**config.mk**
```make
export PLATFORM = sky130hd
export DESIGN_NAME = pattern_spotter
export DESIGN_NICKNAME = d
export VERILOG_FILES = /design/src/rtl/spot_pkg.sv /design/src/rtl/spot_progress.sv /design/src/rtl/spot_hist.sv /design/src/rtl/pattern_spotter.sv
export SDC_FILE = /design/constraint.sdc
export NUM_CORES = 1
export LEC_CHECK = 0
export BUFFER_PORTS_ARGS = -buffer_cell sky130_fd_sc_hd__clkbuf_2
export CAP_MARGIN = 20
export CORE_MARGIN = 3
export CORE_UTILIZATION = 51
export CTS_BUF_LIST = sky130_fd_sc_hd__clkbuf_8
export DETAILED_ROUTE_END_ITERATION = 16
export HOLD_SLACK_MARGIN = 0.1
export MAX_ROUTING_LAYER = met4
export PLACE_DENSITY = 0.79
export REMOVE_ABC_BUFFERS = 1
export SYNTH_ARGS = -nofsm -noshare
export SYNTH_HDL_FRONTEND = slang
export SYNTH_SLANG_ARGS = --single-unit
```
**constraint.sdc**
```tcl
create_clock -name clk -period 1.5 [get_ports clk]
set_input_delay 0.3 -clock clk [delete_from_list [all_inputs] [get_ports clk]]
set_output_delay 0.3 -clock clk [all_outputs]
set_load 0.1 [all_outputs]
```
**src/rtl/spot_pkg.sv**
```systemverilog
// Package spot_pkg
// Shared widths and the progress-state encoding for the sequence detector.
// Assumes a three-bit pattern; the state count is tied to that width.
package spot_pkg;
    localparam int PAT_W  = 3;
    localparam int HIST_W = 8;

    typedef enum logic [1:0] {
        PROG_NONE = 2'b00,
        PROG_ONE  = 2'b01,
        PROG_TWO  = 2'b10,
        PROG_BAD  = 2'b11
    } prog_e;
endpackage

```
**src/rtl/spot_progress.sv**
```systemverilog
// Module spot_progress
// Mealy progress machine: counts leading pattern bits matched so far and
// flags the bit that completes the pattern. Handles overlap by falling back
// to the longest leading part of the pattern that ends the bits just seen.
// Assumes pattern bit PAT_W-1 is the oldest; advances only when step_i is high.
module spot_progress
    import spot_pkg::*;
(
    input  logic             clk,
    input  logic             rst_n,
    input  logic             step_i,
    input  logic             bit_i,
    input  logic [PAT_W-1:0] pat_i,
    output logic             hit_o
);
    localparam int P_FIRST = PAT_W - 1;
    localparam int P_MID   = PAT_W - 2;
    localparam int P_LAST  = PAT_W - 3;

    prog_e state_q;
    prog_e state_d;
    logic  has_prev;
    logic  prev_bit;
    logic  full;

    // Next progress value and completion flag from state, bit and pattern.
    always_comb begin
        has_prev = 1'b0;
        prev_bit = 1'b0;
        case (state_q)
            PROG_ONE: begin has_prev = 1'b1; prev_bit = pat_i[P_FIRST]; end
            PROG_TWO: begin has_prev = 1'b1; prev_bit = pat_i[P_MID];   end
            default:  begin has_prev = 1'b0; prev_bit = 1'b0;           end
        endcase
        full = (state_q == PROG_TWO) && (bit_i == pat_i[P_LAST]);
        if (state_q == PROG_BAD)
            state_d = PROG_NONE;
        else if (has_prev && (prev_bit == pat_i[P_FIRST]) && (bit_i == pat_i[P_MID]))
            state_d = PROG_TWO;
        else if (bit_i == pat_i[P_FIRST])
            state_d = PROG_ONE;
        else
            state_d = PROG_NONE;
    end

    // Progress register: clears on reset, advances on valid bits only.
    always_ff @(posedge clk) begin
        if (!rst_n)
            state_q <= PROG_NONE;
        else if (step_i)
            state_q <= state_d;
    end

    assign hit_o = step_i && full;

    assert_state_hold_R7: assert property (@(posedge clk) disable iff (!rst_n)
        !step_i |=> $stable(state_q));
    assert_state_legal_R4: assert property (@(posedge clk) disable iff (!rst_n)
        state_q != PROG_BAD);
    assert_hit_needs_two_R2: assert property (@(posedge clk) disable iff (!rst_n)
        hit_o |-> (state_q == PROG_TWO));
endmodule

```
**src/rtl/spot_hist.sv**
```systemverilog
// Module spot_hist
// Right-shifting history word: a new bit enters the top bit on each enabled
// clock and the oldest falls off bit 0. Observation only; nothing reads it back.
module spot_hist #(
    parameter int W = 8
) (
    input  logic         clk,
    input  logic         rst_n,
    input  logic         shift_en,
    input  logic         bit_in,
    output logic [W-1:0] q
);
    // Shift on enable, clear on reset.
    always_ff @(posedge clk) begin
        if (!rst_n)
            q <= '0;
        else if (shift_en)
            q <= {bit_in, q[W-1:1]};
    end

    assert_shift_moves_R5: assert property (@(posedge clk) disable iff (!rst_n)
        shift_en |=> (q[W-2:0] == $past(q[W-1:1])));
    assert_hist_hold_R7: assert property (@(posedge clk) disable iff (!rst_n)
        !shift_en |=> $stable(q));
endmodule

```
**src/rtl/pattern_spotter.sv**
```systemverilog
// Module pattern_spotter
// Top of the programmable serial sequence detector: progress machine plus two
// history words (input bits and match results). Assumes one bit per clock,
// qualified by bit_vld, with a synchronous active-low reset.
module pattern_spotter
    import spot_pkg::*;
(
    input  logic              clk,
    input  logic              rst_n,
    input  logic              bit_vld,
    input  logic              din,
    input  logic [PAT_W-1:0]  pattern_i,
    output logic              match_o,
    output logic [HIST_W-1:0] in_hist_o,
    output logic [HIST_W-1:0] match_hist_o
);
    logic hit;

    spot_progress u_prog (
        .clk    (clk),
        .rst_n  (rst_n),
        .step_i (bit_vld),
        .bit_i  (din),
        .pat_i  (pattern_i),
        .hit_o  (hit)
    );

    spot_hist #(.W(HIST_W)) u_in_hist (
        .clk      (clk),
        .rst_n    (rst_n),
        .shift_en (bit_vld),
        .bit_in   (din),
        .q        (in_hist_o)
    );

    spot_hist #(.W(HIST_W)) u_match_hist (
        .clk      (clk),
        .rst_n    (rst_n),
        .shift_en (bit_vld),
        .bit_in   (hit),
        .q        (match_hist_o)
    );

    assign match_o = hit;

    assert_match_logged_R6: assert property (@(posedge clk) disable iff (!rst_n)
        bit_vld |=> (match_hist_o[HIST_W-1] == $past(match_o)));
    assert_input_logged_R5: assert property (@(posedge clk) disable iff (!rst_n)
        bit_vld |=> (in_hist_o[HIST_W-1] == $past(din)));
    assert_idle_quiet_R7: assert property (@(posedge clk) disable iff (!rst_n)
        !bit_vld |-> !match_o);
endmodule

```
# After elaboration in Yosys (flattened, before gate mapping)
# Cells that the tools add are included.
# classes
eq_ne	7
n_mux	5
n_reduce_logical	5
# op_table
operator	n
1-bit == test	4
2-bit == test (second input constant)	2
1-bit logical AND	4
2-bit 2-to-1 mux	2
2-bit by 1-bit == test with 1-bit output (second input constant)	1
1-bit 2-to-1 mux	2
1-bit case mux with 2 select lines	1
2-bit OR reduction	1
# word_totals
ff_bits	18
input_bits	7
output_inout_bits	17
word_cells	20

# Logic depth before layout (Yosys ltp)
# Gate-level depths: netlist (run 1).
# depth
word_depth	7
depth_mapped	6
ltp_nobuf	6

# Hierarchy
# From an unflattened synthesis (run 1), not the netlist that was laid out.
# hier_totals
hier_cells	74
area_unflattened_um2	782.0
# by_module_without_submodules
mod	n_inst	cells_per_inst	area_each_um2	seq_area_each_um2
spot_hist	2	25	301.5	160.2
spot_progress	1	24	178.9	40.0

# Worst setup path before layout (run 1)
# No wires, ideal clock.
# synth_path
path_type	reg-to-reg
from	register u_prog.state_q[0]
to	register u_prog.state_q[0]
setup_time_ps	122
t_arrival_ps	1201
required_time_ps	1378
path_slack_ps	178
stages_incl_launch_ff	6
n_path_buf	0
synth_period_minus_slack_ps	1322
path_cell_list	dfxtp_1 -> inv_1 -> ha_1 -> a31oi_1 -> o21ai_1 -> o311a_1
# synth_between
elab_chain_cells	7
word_cells_on_any_way	11
cone_classes	eq/ne: 4; mux: 4; reduce/logical: 3
# synth_rtl
item	line	text
start: declaration	spot_progress.sv:20	prog_e state_q;
start signal: assignment	spot_progress.sv:51	state_q <= state_d;
2-bit == test / 2-bit by 1-bit == test with 1-bit output (equally long branches)	spot_progress.sv:30	case (state_q)
1-bit case mux with 2 select lines / 2-bit OR reduction (equally long branches)	--	
1-bit == test / 1-bit 2-to-1 mux (equally long branches)	spot_progress.sv:38, spot_progress.sv:30	
1-bit logical AND (2 in series)	spot_progress.sv:38	else if (has_prev && (prev_bit == pat_i[P_FIRST]) && (bit_i == pat_i[P_MID]))
2-bit 2-to-1 mux	spot_progress.sv:38	
2-bit 2-to-1 mux *	spot_progress.sv:36	if (state_q == PROG_BAD)
# Every way passes the cells marked *; elsewhere a longest branch is shown, timed or not.
# A chain may end at the register's enable or synchronous reset.

# Final worst setup path (run 1)
# layout_path
from	register u_prog.state_q[0]
to	output port match_o
# layout_between
elab_chain_cells	3
# layout_rtl
item	line	text
2-bit == test	spot_progress.sv:35	full = (state_q == PROG_TWO) && (bit_i == pat_i[P_LAST]);
1-bit logical AND	spot_progress.sv:35	
1-bit logical AND	spot_progress.sv:54	assign hit_o = step_i && full;
end: declaration	pattern_spotter.sv:13	output logic match_o,
# Every way passes these cells.

==> results of run 1 <==
## synth_stat cells, drive strengths merged
cell    number  area share
a21oi        1      0.0063
a31o         1       0.011
a31oi        1      0.0079
and2         1      0.0079
and3         1       0.014
buf          2       0.016
clkbuf       1      0.0047
dfxtp       18        0.46
ha           3       0.048
inv          5       0.024
mux2i       15        0.19
nand3        1      0.0063
nand3b       1      0.0095
nor2         1      0.0047
nor2b       16        0.13
o21a         1      0.0095
o21ai        2       0.013
o311a        1       0.013
o31ai        1      0.0095
xnor2        2       0.022
## final cells by class
cell class	instances	area, sq um
multi-input combinational	49	406.6
tap	15	18.77
inverter	5	18.77
clock buffer	3	41.29
sequential	18	362.8
fill	105	369.1
timing repair buffer	24	165.2
## repair_timing
action	in CTS	in global routing
endpoints found under the setup margin	1	1
hold buffers	0	0
resized for setup	1	4
endpoints found under the hold margin	0	0
## report_power, final
part / internal, mW / total [mW] / switching, mW / leakage [nW]
registers: 0.485 / 0.490 / 0.00520 / 0.146
logic: 0.0418 / 0.108 / 0.0658 / 0.283
clock network: 0.178 / 0.322 / 0.144 / 0.0216
total: 0.704 / 0.919 / 0.215 / 0.451
## per-stage QoR
stage                     instances  cell area (sq um)  hold slack [ps]  power, mW
after detailed placement        111              957.2            514.3     0.6024
after floorplan                  72              773.2            417.5     0.5621
after global routing            114               1013            459.2     0.9512
after CTS                       114              999.7            407.3     0.9246
after global placement          111              957.2            494.4     0.6001
final                           114               1013            413.2     0.9189
## worst max-delay path, stage by stage, from the launching register on
cell	delay (ps)
dfxtp_2	330
inv_2	70
ha_4	130
and3_4	200
buf_12	170
## placed cells by master, fill, tap and decap left out
cell,count
nor2b_1,16
dfxtp_1,16
mux2i_1,15
buf_4,12
clkbuf_2,11
inv_1,4
clkbuf_8,3
xnor2_1,2
ha_1,2
dfxtp_2,2
and3_4,1
inv_2,1
a21oi_1,1
a31oi_1,1
o21ai_1,1
o21ai_0,1
and2_1,1
nand3_1,1
nand3b_1,1
o31ai_1,1
o21a_1,1
nor2_1,1
a31o_2,1
o311a_1,1
ha_4,1
buf_12,1
## routing by layer
layer,vias up,part of all wire,GRT usage
met4,0,0.016,0.07018
met1,276,0.44,0.2171
met3,3,0.054,0.01195
li1,300,-,-
met5,-,0,-
met2,24,0.48,0.2740
## kinds of logic after synthesis
family / count (synthesis)
AO/OA/AOI/OAI: 8
flip-flops: 18
buffers and inverters: 8
XOR/XNOR: 2
multiplexers: 15
adder cells (fa/ha/maj): 3
AND/OR/NAND/NOR: 21
## path summary, 6_finish.rpt
check,end,cells after the start,startpoint
min,u_in_hist.q[7],3,din
max,match_o,4,u_prog.state_q[0]
max reg2reg,u_prog.state_q[0],5,u_prog.state_q[0]
min reg2reg,u_match_hist.q[0],2,u_match_hist.q[0]
## state kept, by name, summed over array words and instances (netlist names)
signal	count
u_in_hist.q	8
u_match_hist.q	8
u_prog.state_q	2
==> run summary, run 1 <==
IO Port Bufs - 23
Fmax - 689.0 MHz
Flop2flop setup slack - 130 ps
HPWL Detailed - 1087 microns
Antenna viol nets, final - 0
Synth Area in XOR/XNOR - 0.02219
Worst skew pair latency - 250 ps
Wirelength per Cell - 13.33 microns
CP endpoint kind - primary output
Worst Setup Start Kind - register
Detailed Route Iter0 Violations - 13
WP data arrival - 1150 ps
CTS sink cnt - 18
Clock-pin slew on the worst setup and hold paths - 60 ps
Fin crit share - 0.9676
Setup Skew - 0.6044 ps
Total wire length - 1520 microns
GR Overflow Total - 0
Root Buffer - clkbuf_8
CORE AREA - 1383 sq um
Syn Inst Count - 75
Max Slew Vio Count - 0
Die Width - 45.35 microns
Crit-path max FO - 3
CTS tree - yes
Synth Area in Compound Gates - 0.06973
Max Cap Viol - 0
First-pass GRT wire length - 2470 microns
Die Ht - 45.35 microns
Final worst slack - 48.66 ps
Largest family of logic cells by synthesized area - multiplexers
Worst Hold Class - in -> reg
Place WS - 95.15 ps
Pwr Density - 906.7 nW/um^2
RSZ-0062 raised after global routing - no
Nets - 111
Fin Setup TNS - 0 ps
H-Tree Depth - 1
CP required - 1200 ps
Post-synthesis mux area share - 0.1902
Synth Area in Adders - 0.04754
Min Tclk post-route - 1451 ps
First drt pass iteration count - 4
Hold Fails Final Rpt - 0
CTS buffer count - 3
Ports - 24
DRC errors left - 0
Worst vdd ir - 0.0006309 V
Util after Layout - 0.7330
Drt via density - 5.289
Post-Syn Area - 789.5 sq um
Syn avg cell area - 10.53 sq um
Row cnt - 13
Sequential area share after synthesis - 0.4564
Initial core utilization - 0.5710
Gpl congestion - 0.6881
Synthesis-to-layout area growth - 28.37%
Post-CTS Repair Setup Buffers - 0
GRT Resource Usage Total - 0.1695
Worst-Margin Slew - 540.9 ps
DIE AREA - 2056 sq um
Share of cells above drive strength 1 - 0.3333
Count of final setup violators - 0
Worst rel slew slack - 0.6409
Antenna violations before repair - 0
Number of global-route vias before repair - 569
Vias - 603
Post-Synth Simple-Gate Area - 0.1696
Clock Tree Buf Depth - 2
Antenna diode count - 0
Pleak - 0.4510 nW
FF+latch count, synth - 18
Largest net degree at the start of global routing - 20
Netlist cell types - 22
Type of the worst setup path - reg -> out
Synth warnings - 0
Status - completed
Power figures use the tool's default switching activity.
==> run 2: changes to the inputs <==
--- a/config.mk
+++ b/config.mk
@@ -20 +20,2 @@
 export SYNTH_SLANG_ARGS = --single-unit
+export TNS_END_PERCENT = 1
--- a/constraint.sdc
+++ b/constraint.sdc
@@ -3,2 +3,2 @@
 set_output_delay 0.3 -clock clk [all_outputs]
-set_load 0.1 [all_outputs]
+set_load 0.005 [all_outputs]
==> run 2 against run 1 <==
Net effect: worst hold slack improved by 3.2 ps; critical path type unchanged; critical endpoint unchanged; clock skew rose by 1.3 ps; largest cell class unchanged; register-to-register slack worse by 20 ps; final area decreased by 3.5%; first-iteration DRC count is 77% lower; die area stayed put.
==> run summary, run 2 (synthesized netlist as in run 1, its figures left out) <==
Share of cells above drive strength 1 - 0.3168 (-0.01650)
Status - completed
CTS sink cnt - 18 (unchanged)
First drt pass iteration count - 4 (unchanged)
Ports - 24 (unchanged)
Row cnt - 13 (unchanged)
HPWL Detailed - 1041 microns (-4.2%)
Nets - 112 (+0.90%)
Die Width - 45.35 microns (unchanged)
Pwr Density - 979.7 nW/um^2 (+8.1%)
DRC errors left - 0 (unchanged)
GRT Resource Usage Total - 0.1737 (+0.004216)
Total wire length - 1428 microns (-6.1%)
Root Buffer - clkbuf_8
Power Total - 0.9586 mW (+4.3%)
Slowest CP cell - dfxtp_2
Detailed Route Iter0 Violations - 3 (-10)
Pleak - 0.4504 nW (-0.15%)
CP required - 1200 ps (about the same)
Hold Fails Final Rpt - 0 (unchanged)
H-Tree Depth - 1 (unchanged)
Worst rel slew slack - 0.8018 (+0.1609)
Worst vdd ir - 0.0006857 V (+8.7%)
Gpl congestion - 0.6990 (+1.6%)
Clock-pin slew on the worst setup and hold paths - 70 ps (about the same)
Fill cells - 125 (+19%)
Type of the worst setup path - reg -> out
CTS buffer count - 3 (unchanged)
Min Tclk post-route - 1423 ps (-28.57 ps)
Drt via density - 5.216 (-1.4%)
Worst Hold Endpoint - u_in_hist.q[7]
Largest net degree at the start of global routing - 20 (unchanged)
Util after Layout - 0.7077 (-0.02534)
Most common cell after layout, fill and taps aside - clkbuf_2
CP cell instances - inv_1, ha_1, and3_4, clkbuf_2
Most frequent cells in the layout - 23 x clkbuf_2, 17 x dfxtp_1, 16 x nor2b_1
Wirelength per Cell - 12.31 microns (-7.7%)
Fin crit share - 0.9485 (-0.01905)
FF-to-FF path depth - 5 (unchanged)
Hold Path Cell Cnt - 3 (unchanged)
Flop2flop setup slack - 110 ps (-20 ps)
Synthesis-to-layout area growth - 23.93%
First-pass GRT wire length - 2456 microns (-0.57%)
Max Cap Viol - 0 (unchanged)
IO Port Bufs - 23 (unchanged)
Count of final setup violators - 0 (unchanged)
Hold Path Origin - din
Worst Setup Start Kind - register
Number of global-route vias before repair - 554 (-2.6%)
Largest regs - u_in_hist.q: 8 flops, u_match_hist.q: 8 flops, u_prog.state_q: 2 flops
Worst skew pair latency - 250 ps (about the same)
GR Overflow Total - 0 (unchanged)
Place WS - 70.51 ps (-24.64 ps)
Clock Tree Buf Depth - 2 (unchanged)
Antenna viol nets, final - 0 (unchanged)
Initial core utilization - 0.5710 (unchanged)
CP endpoint kind - primary output
Final worst slack - 77.23 ps (+28.57 ps)
CTS Hold Bufs - 0 (unchanged)
Max Slew Vio Count - 0 (unchanged)
Die Ht - 45.35 microns (unchanged)
Antenna diode count - 0 (unchanged)
CTS tree - yes
WP data arrival - 1120 ps (-30 ps)
RR Endpoint - u_prog.state_q[0]
RSZ-0062 raised after global routing - no
Setup Skew - 1.859 ps (+1.254 ps)
Fin Setup TNS - 0 ps (unchanged)
Worst-Margin Slew - 297.3 ps (-243.6 ps)
Antenna violations before repair - 0 (unchanged)
DIE AREA - 2056 sq um (unchanged)
Fmax - 702.9 MHz (+2.0%)
Vias - 605 (+0.33%)
Worst Hold Class - in -> reg
Crit-path max FO - 3 (unchanged)
CP max stage delay - 340 ps (about the same)
Worst r2r src - u_prog.state_q[0]
CORE AREA - 1383 sq um (unchanged)
[run 2: worst max-delay path, delay by kind of cell, from the launching register on]
family / cells / cell delay [ps]
adder cells (fa/ha/maj): 1 / 200
buffers and inverters: 2 / 150
flip-flops: 1 / 340
AND/OR/NAND/NOR: 1 / 170
[run 2: layer usage]
metal,wire [microns],up-vias,track usage
met2,648,24,0.2599
met3,84,6,0.04781
met5,0,-,-
li1,-,306,-
met1,664,269,0.2122
met4,29,0,0.08772
[run 2: where the power goes]
group	switching, mW	total [mW]	internal, mW
Combinational	0.0376	0.0774	0.0398
Clock	0.159	0.392	0.233
Sequential	0.00456	0.489	0.484
Total	0.202	0.959	0.757
[run 2: repair_timing]
action	CTS	global route
resized for setup	0	1
buffers inserted	0	1
endpoints found under the setup margin	0	2
[run 2: how the worst max path moves through the flow]
stage	from	end	slack [ps]	cells after the start
finish	u_prog.state_q[0]	match_o	80	4
global route	u_prog.state_q[0]	match_o	4	4
CTS	u_prog.state_q[0]	match_o	10	4
detailed placement	u_prog.state_q[0]	u_prog.state_q[0]	70	5
global placement	u_prog.state_q[0]	u_prog.state_q[0]	150	5
floorplan	u_prog.state_q[0]	u_prog.state_q[0]	180	5
[run 2: cell type report]
cell class	instances	area (sq um)	share of cell area
clock buffers	4	55.05	0.05627
flip-flops and latches	18	361.6	0.3696
well taps	15	18.77	0.01918
inverters	5	18.77	0.01918
multi-input cells	49	394.1	0.4028
repair buffers	25	130.1	0.1330
[run 2: metrics by stage]
| stage | hold slack, ps | instances | cell area (sq um) |
|---|---|---|---|
| 2_1_floorplan | 417.5 | 72 | 773.2 |
| 3_3_place_gp | 495.6 | 111 | 914.6 |
| 3_5_place_dp | 518.8 | 111 | 914.6 |
| 4_1_cts | 411.7 | 115 | 969.7 |
| 5_1_grt | 436.8 | 116 | 978.4 |
| 6_report | 416.4 | 116 | 978.4 |
==> run 3: changes to the inputs <==
Settings changed: CTS_CLUSTER_DIAMETER set to 30, SYNTH_HIERARCHICAL set to 1.
==> run 3 against run 2 <==
Net effect: via count fell by 0.66%; clock skew down 0.88 ps; clock-buffer cell count is the same; largest power group unchanged; largest cell class unchanged.
==> run summary, run 3 <==
First drt pass iteration count - 4 (unchanged)
Total wire length - 1445 microns (+1.2%)
CP required - 1200 ps (about the same)
Min Tclk post-route - 1446 ps (+22.86 ps)
Fin crit share - 0.9638 (+0.01524)
CTS Hold Bufs - 0 (unchanged)
Detailed Route Iter0 Violations - 15 (+12)
Post-Syn Area - 782.0 sq um (-0.95%)
Worst vdd ir - 0.0007645 V (+11%)
Number of global-route vias before repair - 522 (-5.8%)
Setup Skew - 0.9791 ps (-0.8795 ps)
Wirelength per Cell - 12.35 microns (+0.33%)
Initial core utilization - 0.5723 (+0.001304)
Cell with the most instances after synthesis - dfxtp_1
Drt via density - 5.137 (-1.5%)
Slowest CP cell - dfxtp_2
Count of final setup violators - 0 (unchanged)
Asr flop ratio synth - 0 (unchanged)
RR Endpoint - u_prog/state_q[0]
Syn Inst Count - 74 (-1.3%)
CP cell instances - inv_1, ha_1, and3_1, clkbuf_2
DIE AREA - 2039 sq um (-0.84%)
GR Overflow Total - 0 (unchanged)
FF-to-FF path depth - 5 (unchanged)
Share of the synthesized area in the top cell type - 0.4608 (+0.004382)
Vias - 601 (-0.66%)
Flop2flop setup slack - 240 ps (+130 ps)
Syn avg cell area - 10.57 sq um (+0.39%)
CP max stage delay - 340 ps (about the same)
CTS tree - yes
Worst-Margin Slew - 275.7 ps (-21.59 ps)
Top cells by count, synth - 18 x dfxtp_1, 16 x mux2i_1, 16 x nor2b_1
Worst Setup Start Kind - register
Fin Setup TNS - 0 ps (unchanged)
Post-synth EDFFs - 0 (unchanged)
Die Width - 45.16 microns (-0.42%)
CORE AREA - 1366 sq um (-1.2%)
Nets - 113 (+0.89%)
Type of the worst setup path - reg -> out
FF+latch count, synth - 18 (unchanged)
Gpl congestion - 0.7585 (+8.5%)
Worst path bufs/invs - 2 (unchanged)
Largest net degree at the start of global routing - 20 (unchanged)
Worst rel slew slack - 0.8162 (+0.01439)
Worst Hold Class - in -> reg
Worst r2r src - u_prog/state_q[0]
Pwr Density - 972.3 nW/um^2 (-0.76%)
H-Tree Depth - 1 (unchanged)
Cell taking the most area after synthesis - dfxtp_1
Minimum hold slack - 455.5 ps (+39.08 ps)
Die Ht - 45.16 microns (-0.42%)
Max Slew Vio Count - 0 (unchanged)
Fmax - 691.7 MHz (-1.6%)
Sequential area share after synthesis - 0.4608 (+0.004382)
Top_reg_cell synth - dfxtp_1
CP endpoint kind - primary output
Synthesis-to-layout area growth - 24.48%
Worst skew pair latency - 240 ps (about the same)
DRC errors left - 0 (unchanged)
GRT Resource Usage Total - 0.1579 (-0.01575)
Most frequent cells in the layout - 23 x clkbuf_2, 16 x mux2i_1, 16 x nor2b_1, 16 x dfxtp_1, 5 x inv_1
Antenna diode count - 0 (unchanged)
CTS buffer count - 3 (unchanged)
Worst Hold Endpoint - u_in_hist/q[7]
Multi-input combinational cell area - 380.4 sq um (-3.5%)
Hold Fails Final Rpt - 0 (unchanged)
Antenna viol nets, final - 0 (unchanged)
Clock-pin slew on the worst setup and hold paths - 60 ps (about the same)
CTS sink cnt - 18 (unchanged)
HPWL Detailed - 963.5 microns (-7.5%)
Root Buffer - clkbuf_8
Clock Tree Buf Depth - 2 (unchanged)
IO Port Bufs - 23 (unchanged)
Netlist cell types - 18 (-18%)
Max Cap Viol - 0 (unchanged)
Crit-path max FO - 3 (unchanged)
Largest regs - u_in_hist/q: 8 flops, u_match_hist/q: 8 flops, u_prog/state_q: 2 flops
Most common cell after layout, fill and taps aside - clkbuf_2
Hold Path Origin - din
Synth warnings - 6 (+6)
CP delay by family, top - flip-flops
Hold Path Cell Cnt - 3 (unchanged)
RSZ-0062 raised after global routing - no
FF/Latch Area - 362.8 sq um (+0.35%)
Top cells by area, synth - dfxtp_1 46%, mux2i_1 20%, nor2b_1 13%
Fill cells - 120 (-4.0%)
Ports - 24 (unchanged)
Pleak - 0.4682 nW (+4.0%)
Share of cells above drive strength 1 - 0.3137 (-0.003106)
WP data arrival - 1150 ps (+30 ps)
First-pass GRT wire length - 2311 microns (-5.9%)
Antenna violations before repair - 0 (unchanged)
Status - completed
Row cnt - 13 (unchanged)
==> run 3: report_power, final <==
group	internal (mW)	total [mW]	switching, mW
clock	0.232	0.380	0.147
combinational	0.0388	0.0774	0.0386
sequential	0.484	0.489	0.00486
==> run 3: cell families after synthesis <==
family,Yosys count,synth area share
multiplexers,16,0.2048
AND/OR/NAND/NOR,23,0.1712
adder cells (fa/ha/maj),3,0.04801
AO/OA/AOI/OAI,5,0.03999
XOR/XNOR,2,0.02240
buffers and inverters,7,0.05280
flip-flops,18,0.4608
==> run 3: worst max-delay path by stage <==
stage                            from           endpoint  slack (ps)  cells past startpoint
global placement    u_prog/state_q[0]  u_prog/state_q[0]         290                      5
CTS                 u_prog/state_q[0]            match_o          30                      4
detailed placement  u_prog/state_q[0]  u_prog/state_q[0]         250                      5
floorplan           u_prog/state_q[0]  u_prog/state_q[0]         320                      5
global route        u_prog/state_q[0]            match_o          30                      4
finish              u_prog/state_q[0]            match_o          50                      4
==> run 3: repair_timing <==
item / CTS / global route
buffers inserted: 0 / 1
endpoints found under the setup margin: 1 / 1
gates resized for setup: 1 / 1
pin swaps: 0 / 0
==> run 3: metrics by stage <==
| stage | instance area, sq um | util | setup WS (ps) | instances | power (mW) |
|---|---|---|---|---|---|
| after global routing | 973.4 | 0.7125 | 26.75 | 117 | 0.9895 |
| after detailed placement | 908.4 | 0.6648 | 253.2 | 112 | 0.5708 |
| after global placement | 908.4 | 0.6648 | 291.5 | 112 | 0.5696 |
| after floorplan | 759.5 | - | 319.6 | 72 | 0.5330 |
| final | 973.4 | 0.7125 | 54.37 | 117 | 0.9464 |
| after CTS | 964.7 | 0.7060 | 26.25 | 116 | 0.9555 |
==> run 3: worst reg2reg max path, stage by stage, from the launching register on <==
cell and delay (ps):
dfxtp_2 340, inv_1 50, ha_1 290, a31oi_1 160, o21ai_1 120, a32o_1 210
==> run 3: area by class of cell <==
| class | instances | area share |
|---|---|---|
| Clock buffer | 4 | 0.05656 |
| Inverter | 5 | 0.01928 |
| Multi-Input combinational cell | 49 | 0.3907 |
| Sequential cell | 18 | 0.3728 |
| Tap cell | 15 | 0.01928 |
| Timing Repair Buffer | 26 | 0.1414 |
==> run 3: metal layers <==
| layer | up-vias | global-route usage | share of wire | routed length, microns |
|---|---|---|---|---|
| li1 | 302 | - | - | - |
| met1 | 278 | 0.2083 | 0.44 | 641 |
| met2 | 19 | 0.2373 | 0.49 | 713 |
| met3 | 2 | 0.03586 | 0.059 | 85 |
| met4 | 0 | 0.05263 | 0.0042 | 6 |
| met5 | - | - | 0 | 0 |
